[src/rtl/pcs_pkg.sv]
package pcs_pkg;

   // flow class of the word in the execute slot
   typedef enum logic [2:0] {
      OP_NONE  = 3'd0,
      OP_CALL  = 3'd1,
      OP_RET   = 3'd2,
      OP_RETI  = 3'd3,
      OP_RETLW = 3'd4,
      OP_JUMP  = 3'd5,
      OP_SKIP  = 3'd6,
      OP_RSVD  = 3'd7
   } op_e;

   // source of the next counter value
   typedef enum logic [1:0] {
      NX_INC = 2'd0,
      NX_TGT = 2'd1,
      NX_POP = 2'd2,
      NX_VEC = 2'd3
   } nsel_e;

endpackage

[src/rtl/pcs_flow_ctl.sv]
module pcs_flow_ctl
   import pcs_pkg::*;
(
   input  logic  bubble_i,
   input  op_e   op_i,
   input  logic  irq_i,
   output nsel_e sel_o,
   output logic  push_o,
   output logic  pop_o,
   output logic  redirect_o,
   output logic  gie_o
);

   always_comb begin
      sel_o      = NX_INC;
      push_o     = 1'b0;
      pop_o      = 1'b0;
      redirect_o = 1'b0;
      gie_o      = 1'b0;
      if (!bubble_i) begin
         unique case (op_i)
            OP_CALL: begin
               sel_o      = NX_TGT;
               push_o     = 1'b1;
               redirect_o = 1'b1;
            end
            OP_RET, OP_RETLW: begin
               sel_o      = NX_POP;
               pop_o      = 1'b1;
               redirect_o = 1'b1;
            end
            OP_RETI: begin
               sel_o      = NX_POP;
               pop_o      = 1'b1;
               redirect_o = 1'b1;
               gie_o      = 1'b1;
            end
            OP_JUMP: begin
               sel_o      = NX_TGT;
               redirect_o = 1'b1;
            end
            OP_SKIP: begin
               redirect_o = 1'b1;
            end
            OP_NONE, OP_RSVD: begin
               if (irq_i) begin
                  sel_o      = NX_VEC;
                  push_o     = 1'b1;
                  redirect_o = 1'b1;
               end
            end
            default: begin
               sel_o = NX_INC;
            end
         endcase
      end
   end

endmodule

[src/rtl/pcs_ret_stack.sv]
module pcs_ret_stack #(
   parameter int W     = 13,
   parameter int DEPTH = 8,
   parameter int STYLE = 0   // 0: indexed array with pointer, 1: rotating shift chain
) (
   input  logic         clk,
   input  logic         rst_n,
   input  logic         push_i,
   input  logic         pop_i,
   input  logic [W-1:0] push_d,
   output logic [W-1:0] top_o
);

   localparam int PW = (DEPTH > 1) ? $clog2(DEPTH) : 1;

   if (DEPTH < 2 || (DEPTH & (DEPTH - 1)) != 0) begin : g_bad_depth
      $error("pcs_ret_stack: DEPTH must be a power of two of at least 2");
   end
   if (STYLE != 0 && STYLE != 1) begin : g_bad_style
      $error("pcs_ret_stack: STYLE must be 0 or 1");
   end

   if (STYLE == 0) begin : g_ptr
      localparam logic [PW-1:0] ONE_P = PW'(1);
      logic [PW-1:0] wp_q;
      logic [W-1:0]  mem [DEPTH];

      always_ff @(posedge clk or negedge rst_n) begin
         if (!rst_n)      wp_q <= '0;
         else if (push_i) wp_q <= wp_q + ONE_P;
         else if (pop_i)  wp_q <= wp_q - ONE_P;
      end

      always_ff @(posedge clk) begin
         if (push_i) mem[wp_q] <= push_d;
      end

      assign top_o = mem[wp_q - ONE_P];
   end else begin : g_shift
      logic [W-1:0] sr [DEPTH];

      always_ff @(posedge clk or negedge rst_n) begin
         if (!rst_n) begin
            for (int i = 0; i < DEPTH; i++) sr[i] <= '0;
         end else if (push_i) begin
            sr[0] <= push_d;
            for (int i = 1; i < DEPTH; i++) sr[i] <= sr[i-1];
         end else if (pop_i) begin
            for (int i = 0; i < DEPTH - 1; i++) sr[i] <= sr[i+1];
            sr[DEPTH-1] <= sr[0];
         end
      end

      assign top_o = sr[0];
   end

   // the decoder never asks for a push and a pop in the same cycle
   p_push_pop_excl_r5: assert property (@(posedge clk) disable iff (!rst_n)
      !(push_i && pop_i));

   // a pushed address is the one the next return will see
   p_top_after_push_r4: assert property (@(posedge clk) disable iff (!rst_n)
      push_i |=> top_o == $past(push_d));

endmodule

[src/rtl/insn_addr_seq.sv]
module insn_addr_seq #(
   parameter int PC_W        = 13,
   parameter int FETCH_W     = 10,
   parameter int DEPTH       = 8,
   parameter int RESET_VEC   = 0,
   parameter int IRQ_VEC     = 4,
   parameter int STACK_STYLE = 0
) (
   input  logic               clk,
   input  logic               rst_n,
   input  logic               irq_req,
   input  logic [2:0]         op_kind,
   input  logic [PC_W-1:0]    tgt_addr,
   output logic [FETCH_W-1:0] fetch_addr,
   output logic               flush,
   output logic               gie_set
);
   import pcs_pkg::*;

   localparam logic [PC_W-1:0]    RST_PC = PC_W'(RESET_VEC);
   localparam logic [PC_W-1:0]    IRQ_PC = PC_W'(IRQ_VEC);
   localparam logic [FETCH_W-1:0] ONE_F  = FETCH_W'(1);

   if (FETCH_W < 1 || FETCH_W > PC_W) begin : g_bad_width
      $error("insn_addr_seq: FETCH_W must lie in 1..PC_W");
   end
   if (IRQ_VEC < 0 || IRQ_VEC >= (1 << FETCH_W) ||
       RESET_VEC < 0 || RESET_VEC >= (1 << FETCH_W)) begin : g_bad_vec
      $error("insn_addr_seq: vectors must fit in the fetch address");
   end

   logic [PC_W-1:0] pc_q, pc_d, inc_pc, top_pc;
   logic            flush_q, gie_q;
   nsel_e           sel;
   logic            push, pop, redirect, gie_pulse;

   // step only the fetch field; any upper bits ride along untouched
   if (PC_W > FETCH_W) begin : g_inc_split
      assign inc_pc = {pc_q[PC_W-1:FETCH_W], pc_q[FETCH_W-1:0] + ONE_F};
   end else begin : g_inc_flat
      assign inc_pc = pc_q + ONE_F;
   end

   pcs_flow_ctl u_ctl (
      .bubble_i   (flush_q),
      .op_i       (op_e'(op_kind)),
      .irq_i      (irq_req),
      .sel_o      (sel),
      .push_o     (push),
      .pop_o      (pop),
      .redirect_o (redirect),
      .gie_o      (gie_pulse)
   );

   pcs_ret_stack #(
      .W     (PC_W),
      .DEPTH (DEPTH),
      .STYLE (STACK_STYLE)
   ) u_stk (
      .clk    (clk),
      .rst_n  (rst_n),
      .push_i (push),
      .pop_i  (pop),
      .push_d (pc_q),
      .top_o  (top_pc)
   );

   always_comb begin
      unique case (sel)
         NX_TGT:  pc_d = tgt_addr;
         NX_POP:  pc_d = top_pc;
         NX_VEC:  pc_d = IRQ_PC;
         default: pc_d = inc_pc;
      endcase
   end

   always_ff @(posedge clk or negedge rst_n) begin
      if (!rst_n) begin
         pc_q    <= RST_PC;
         flush_q <= 1'b1;
         gie_q   <= 1'b0;
      end else begin
         pc_q    <= pc_d;
         flush_q <= redirect;
         gie_q   <= gie_pulse;
      end
   end

   assign fetch_addr = pc_q[FETCH_W-1:0];
   assign flush      = flush_q;
   assign gie_set    = gie_q;

   // a quiet cycle steps the fetch address by one
   p_seq_step_r2: assert property (@(posedge clk) disable iff (!rst_n)
      (!flush && (op_kind == 3'd0) && !irq_req)
      |=> (fetch_addr == $past(fetch_addr) + ONE_F) && !flush);

   // the empty slot after a redirect never redirects again
   p_bubble_ignores_r10: assert property (@(posedge clk) disable iff (!rst_n)
      flush |=> !flush && (fetch_addr == $past(fetch_addr) + ONE_F));

   // a jump lands on its target
   p_jump_target_r3: assert property (@(posedge clk) disable iff (!rst_n)
      (!flush && op_kind == 3'd5)
      |=> (fetch_addr == $past(tgt_addr[FETCH_W-1:0])) && flush);

   // an accepted interrupt lands on the vector
   p_irq_vector_r8: assert property (@(posedge clk) disable iff (!rst_n)
      (!flush && op_kind == 3'd0 && irq_req)
      |=> (fetch_addr == IRQ_PC[FETCH_W-1:0]) && flush);

   // the enable pulse follows only an executed return-from-interrupt
   p_gie_from_reti_r6: assert property (@(posedge clk) disable iff (!rst_n)
      gie_set |-> $past(!flush && op_kind == 3'd3));

endmodule

[config.mk]
export PLATFORM = sky130hd
export DESIGN_NAME = insn_addr_seq
export DESIGN_NICKNAME = d
export VERILOG_FILES = /design/src/rtl/pcs_pkg.sv /design/src/rtl/pcs_flow_ctl.sv /design/src/rtl/pcs_ret_stack.sv /design/src/rtl/insn_addr_seq.sv
export SDC_FILE = /design/constraint.sdc
export NUM_CORES = 1
export LEC_CHECK = 0
export ABC_AREA = 1
export CORE_MARGIN = 8
export CORE_UTILIZATION = 58
export DETAILED_ROUTE_END_ITERATION = 10
export GPL_TIMING_DRIVEN = 1
export PLACE_DENSITY = 0.79
export SYNTH_ARGS = -nofsm -noshare
export SYNTH_HDL_FRONTEND = slang
export SYNTH_SLANG_ARGS = --single-unit
[constraint.sdc]
create_clock -name clk -period 2.3 [get_ports clk]
set_input_delay 0.69 -clock clk [delete_from_list [all_inputs] [get_ports clk]]
set_output_delay 0.69 -clock clk [all_outputs]
set_load 0.05 [all_outputs]
# Yosys cells after proc, flatten, opt, wreduce, memory -nomap -nowiden
# Memories as Yosys holds them, arrays and structs flattened.
# Index checks and enable logic that the tools add are counted.
# W data, S select, Z words.
word_totals:
  regBits: 18
  latch_bits: 0
  ramBits: 104
  rom_bits: 0
  out_inout_bits: 12
  mem_count: 1
op_classes:
  n_addsub: 3
  n_mul: 0
  div_mod_pow: 0
  magnitude_cmp: 0
  n_eq_ne: 10
  shifts: 0
  n_mux: 17
  bitwise: 0
  reduce_logical: 7
memory_table:
  columns: ["memory", "depth", "width", "rd", "rd_clocked_by_memory_dff", "write_ports", "line_no", "rtl"]
  rows:
  - ["u_stk.g_ptr.mem", 8, 13, 1, 0, 1, "pcs_ret_stack.sv:26", "logic [W-1:0] mem [DEPTH];"]
ops:
  columns: ["op", "n"]
  rows:
  - ["$pmux W13 S3", 1]
  - ["$eq A3 B3 Y1 const B", 4]
  - ["$add A10 B1 Y10 const B", 1]
  - ["$mux W1", 9]
  - ["$eq A3 B2 Y1 const B", 2]
  - ["$mux W3", 2]
  - ["$pmux W2 S3", 1]
  - ["$reduce_or A6 Y1", 1]
  - ["$eq A2 B2 Y1 const B", 2]
  - ["$mux W2", 2]
  - ["$pmux W1 S2", 2]
  - ["$reduce_or A2 Y1", 2]
  - ["$add A3 B1 Y3 const B", 1]
  - ["$eq A3 B1 Y1 const B", 1]
  - ["$logic_not A3 Y1", 1]
  - ["$reduce_bool A3 Y1", 1]
  - ["$reduce_or A3 Y1", 1]
  - ["$sub A3 B1 Y3 const B", 1]
  - ["$eq A2 B1 Y1 const B", 1]
  - ["$reduce_bool A2 Y1", 1]

# Depth between registers and ports, before layout
# Gate-level depths: netlist (run 1).
depth:
  word_depth: 6
  depth_mapped: 13
  ltp_nobuf: 10

# Hierarchy
# A second synthesis (run 1) with hierarchy kept.
hier_totals:
  cells_unflattened: 623
  hier_area_um2: 5711.7
by_module_without_submodules:
  columns: ["mod", "n_inst", "cells_per_inst", "area_per_inst_um2", "seq_area_each_um2"]
  rows:
  - ["pcs_ret_stack", 1, 484, 4749.6, 3198.1]
  - ["insn_addr_seq", 1, 121, 870.8, 376.6]
  - ["pcs_flow_ctl", 1, 18, 91.3, 0.0]

# Worst setup path before layout (run 1)
# Ideal clock, no wire load.
synth_path:
  path_type: "in2reg"
  start: "input op_kind[2]"
  end: "memory u_stk.g_ptr.mem[6][0] (enable)"
  arrival_time_ns: 1.743
  required_ns: 1.924
  slack_ns: 0.182
  stages: 6
  path_buffers: 1
  path_cell_list: "o21ai_1 > nand3_2 > o21ai_2 > nand2_2 > buf_6 > nor3_2"
synth_via:
  elab_chain_cells: 6
  word_cells_on_any_way: 8
  classes_between: "2 x eq/ne; 4 x mux; 2 x reduce/logical"
synth_lines:
  columns: ["item", "line_no", "rtl"]
  rows:
  - ["from (decl)", "insn_addr_seq.sv:12", "input logic [2:0] op_kind,"]
  - ["$eq A3 B3 Y1 or $logic_not A3 Y1 (tied branches)", "pcs_flow_ctl.sv:21", "unique case (op_i)"]
  - ["$reduce_or A2 Y1", "pcs_flow_ctl.sv:21", null]
  - ["$pmux W1 S2 (*)", "pcs_flow_ctl.sv:21", null]
  - ["$mux W1 (*)", "pcs_flow_ctl.sv:20", "if (!bubble_i) begin"]
  - ["$mux W1 (*)", "pcs_ret_stack.sv:35", "if (push_i) mem[wp_q] <= push_d;"]
  - ["$mux W1 (not written as such) (*)", "pcs_ret_stack.sv:35", null]
  - ["to (decl)", "pcs_ret_stack.sv:26", null]
# Mark *: on every way between the ends. The rest lies on a longest branch, timed or not.

# Worst setup path in the final report (run 1)
layout_path:
  start: "register gie_q (netlist: gie_set)"
  end: "output gie_set"
layout_rtl:
  columns: ["item", "line_no", "rtl"]
  rows:
  - ["from (decl)", "insn_addr_seq.sv:33", "logic flush_q, gie_q;"]
  - ["from (signal assigned)", "insn_addr_seq.sv:85", "gie_q <= gie_pulse;"]
  - ["to (decl)", "insn_addr_seq.sv:16", "output logic gie_set"]
# No word-level cell between the ends.

==> results.tsv, run 1 <==
metric	value	unit
p_per_area	1344	nW/µm²
holdWs	0.6381	ns
final_util	69.96	%
cts.path.max_buffers	2	
setup_slack	0.1211	ns
rrSetupSlack	0.41	ns
die_y	101.8	µm
synth.area.top_cells	edfxtp_1, nand2_1, nand3_1, dfrtp_1, nor3_2	
synth_cell_type_count	25	
tightest_slew	0.4987	ns
cts_buffers	9	
chipWidth	101.8	µm
io_buffers	27	
syn_to_final_growth	17.65	%
max-slew-margin-rel	66.65	%
yosysWarnings	0	
synth.yosys.seq_area_share	65.13	%
ant_nets	0	
drv_cap	0	
dpl.hpwl	6.333	mm
dpl_worst_slack	-0.1930	ns
hold_buffers	0	
ioPinCount	31	
clk_transition_reported_paths	0.09	ns
path_cells	clkdlybuf4s50_1	
min_period_over_period	94.73	%
placed_cell_area	4777	µm²
start_util	59.46	%
cp.depth	1	
required	1.61	ns
report.final.hold_viol_count	0	
ys_seq_elements	95	
viasPerCell	5.472	
outcome	completed	
synthDominantCellAreaShare	56.30	%
min_period	2.179	ns
start_kind	flip-flop	
gp_congestion	0.8598	
power	6.747	mW
crit_family	buffers and inverters	
synth_area	4267	µm²
final_cells	568	
grt_overflow	0	
drtPass1Iterations	6	
crit_arrival	1.49	ns
insertion_delay	0.37	ns
yosysTopAreaCell	edfxtp_1	
max_freq	0.4590	GHz
rows	31	
yosys_most_used_dff	edfxtp_1	
synth-edff-count	80	
synth_nets	436	
grt_max_degree	47	
skew	0.01750	ns
final_area	5020	µm²
p_leak	2.080	nW
via_count	3108	
reg2regPathDepth	11	
path_buf_inv	1	
grtUsageTotal	19.66	%
async_flop_share	15.79	%
critPathKind	reg2out	
cp_slowest_cell	clkdlybuf4s50_1	
post_cts_buffers	0	
die-area	10360	µm²
grt_pass1_wl	15.34	mm
synth.avg_cell_area	10.31	µm²
final-setup-viol-count	0	
timing.rr.start	u_stk.g_ptr.wp_q[1]$_DFFE_PN0P_	
dpl.cell_count	552	
endpoint_kind	output pin	
cp_max_fo	1	
drcViolationCount	0	
synth_common_cells	nand2_1, nand3_1, edfxtp_1	
rsz0062_at_grt	no	
clockRootBuffer	clkbuf_8	
post_cts_resize_count	0	
ir_drop	1.100	mV
grt_pass1_vias	3086	
num-nets-final	486	
drv_slew	0	
placeableCoreArea	7176	µm²
antenna_found_initial	0	
htreeDepth	3	
cts_tree	built	
worst_hold_path_type	in2async	
crit_start	gie_set$_DFF_PN0_	
syn-instance-count	414	
endpoint	gie_set	
critPathMaxStageDelay	0.80	ns
wire_per_inst	16.08	µm
rr_endpoint	pc_q[2]$_DFF_PN0_	
n_antenna_cell	0	
cts_sinks	95	
yosysMostFrequentCell	nand2_1	
finalWirelength	9.132	mm
fin_tns_setup	0	ns
final_layout_size_suffix_gt1_share	16.63	%
first_iter_violations	277	
[layer usage]
| layer | routed length, µm | track usage [%] | up-vias |
|---|---|---|---|
| met4 | 142 | 6.071 | 0 |
| met5 | 0 | 0 | - |
| met1 | 4085 | 25.44 | 1470 |
| met3 | 502 | 5.017 | 17 |
| li1 | - | - | 1506 |
| met2 | 4401 | 31.64 | 115 |
[sequential cells by signal (all words and copies together), names as in the netlist]
register          cells
flush                 1
u_stk.g_ptr.wp_q      3
pc_q                 10
u_stk.g_ptr.mem      80
gie_set               1
[cell usage in the layout (no fill, tap or decap), drive strengths merged]
cell / count
edfxtp: 80
xor2: 3
bufinv: 3
nor4: 1
nor3: 8
clkinvlp: 1
nand4: 4
nand2: 162
nand3: 82
buf: 41
clkbuf: 10
clkdlybuf4s50: 16
dfrtp: 14
xnor2: 3
o21ai: 6
nand3b: 2
ha: 3
nor2: 4
inv: 25
dfstp: 1
[worst min path at each step]
stage	startpoint	end	depth (start not counted)
after floorplan	rst_n	gie_set$_DFF_PN0_	0
after global placement	flush$_DFF_PN1_	gie_set$_DFF_PN0_	1
final	rst_n	pc_q[3]$_DFF_PN0_	2
after CTS	rst_n	pc_q[3]$_DFF_PN0_	2
after detailed placement	flush$_DFF_PN1_	gie_set$_DFF_PN0_	1
after global routing	flush$_DFF_PN1_	gie_set$_DFF_PN0_	1
[power breakdown]
part / switching [mW] / internal (mW) / leakage (nW)
clock network: 0.574 / 0.730 / 0.117
logic: 1.95 / 0.938 / 1.05
registers: 0.307 / 2.25 / 0.916
total: 2.83 / 3.92 / 2.08
[cell families after synthesis]
family | share of synthesized area (%)
AND/OR/NAND/NOR | 27.74
flip-flops | 65.13
buffers and inverters | 4.223
AO/OA/AOI/OAI | 0.7917
XOR/XNOR | 1.232
adder cells (fa/ha/maj) | 0.8799
[worst reg2reg max path, delay by kind of cell (launching register included)]
kind	cells	cell delay, ns
adder cells (fa/ha/maj)	1	0.30
buffers and inverters	3	0.54
flip-flops	1	0.43
AND/OR/NAND/NOR	7	0.52
[layout make-up]
class / count / area (µm²)
clock buffers: 10 / 127.6
clock inverters: 6 / 115.1
fillers: 516 / 2156
inverters: 23 / 86.33
multi-input cells: 278 / 1308
flip-flops and latches: 95 / 2779
well taps: 99 / 123.9
repair buffers: 57 / 480.5
Power figures use the tool's default switching activity.
==> run 2: changes to the inputs <==
- GPL_ROUTABILITY_DRIVEN: unset -> 0
==> results of run 2 <==
Final layout, timing and power as in run 1 (identical DEF).
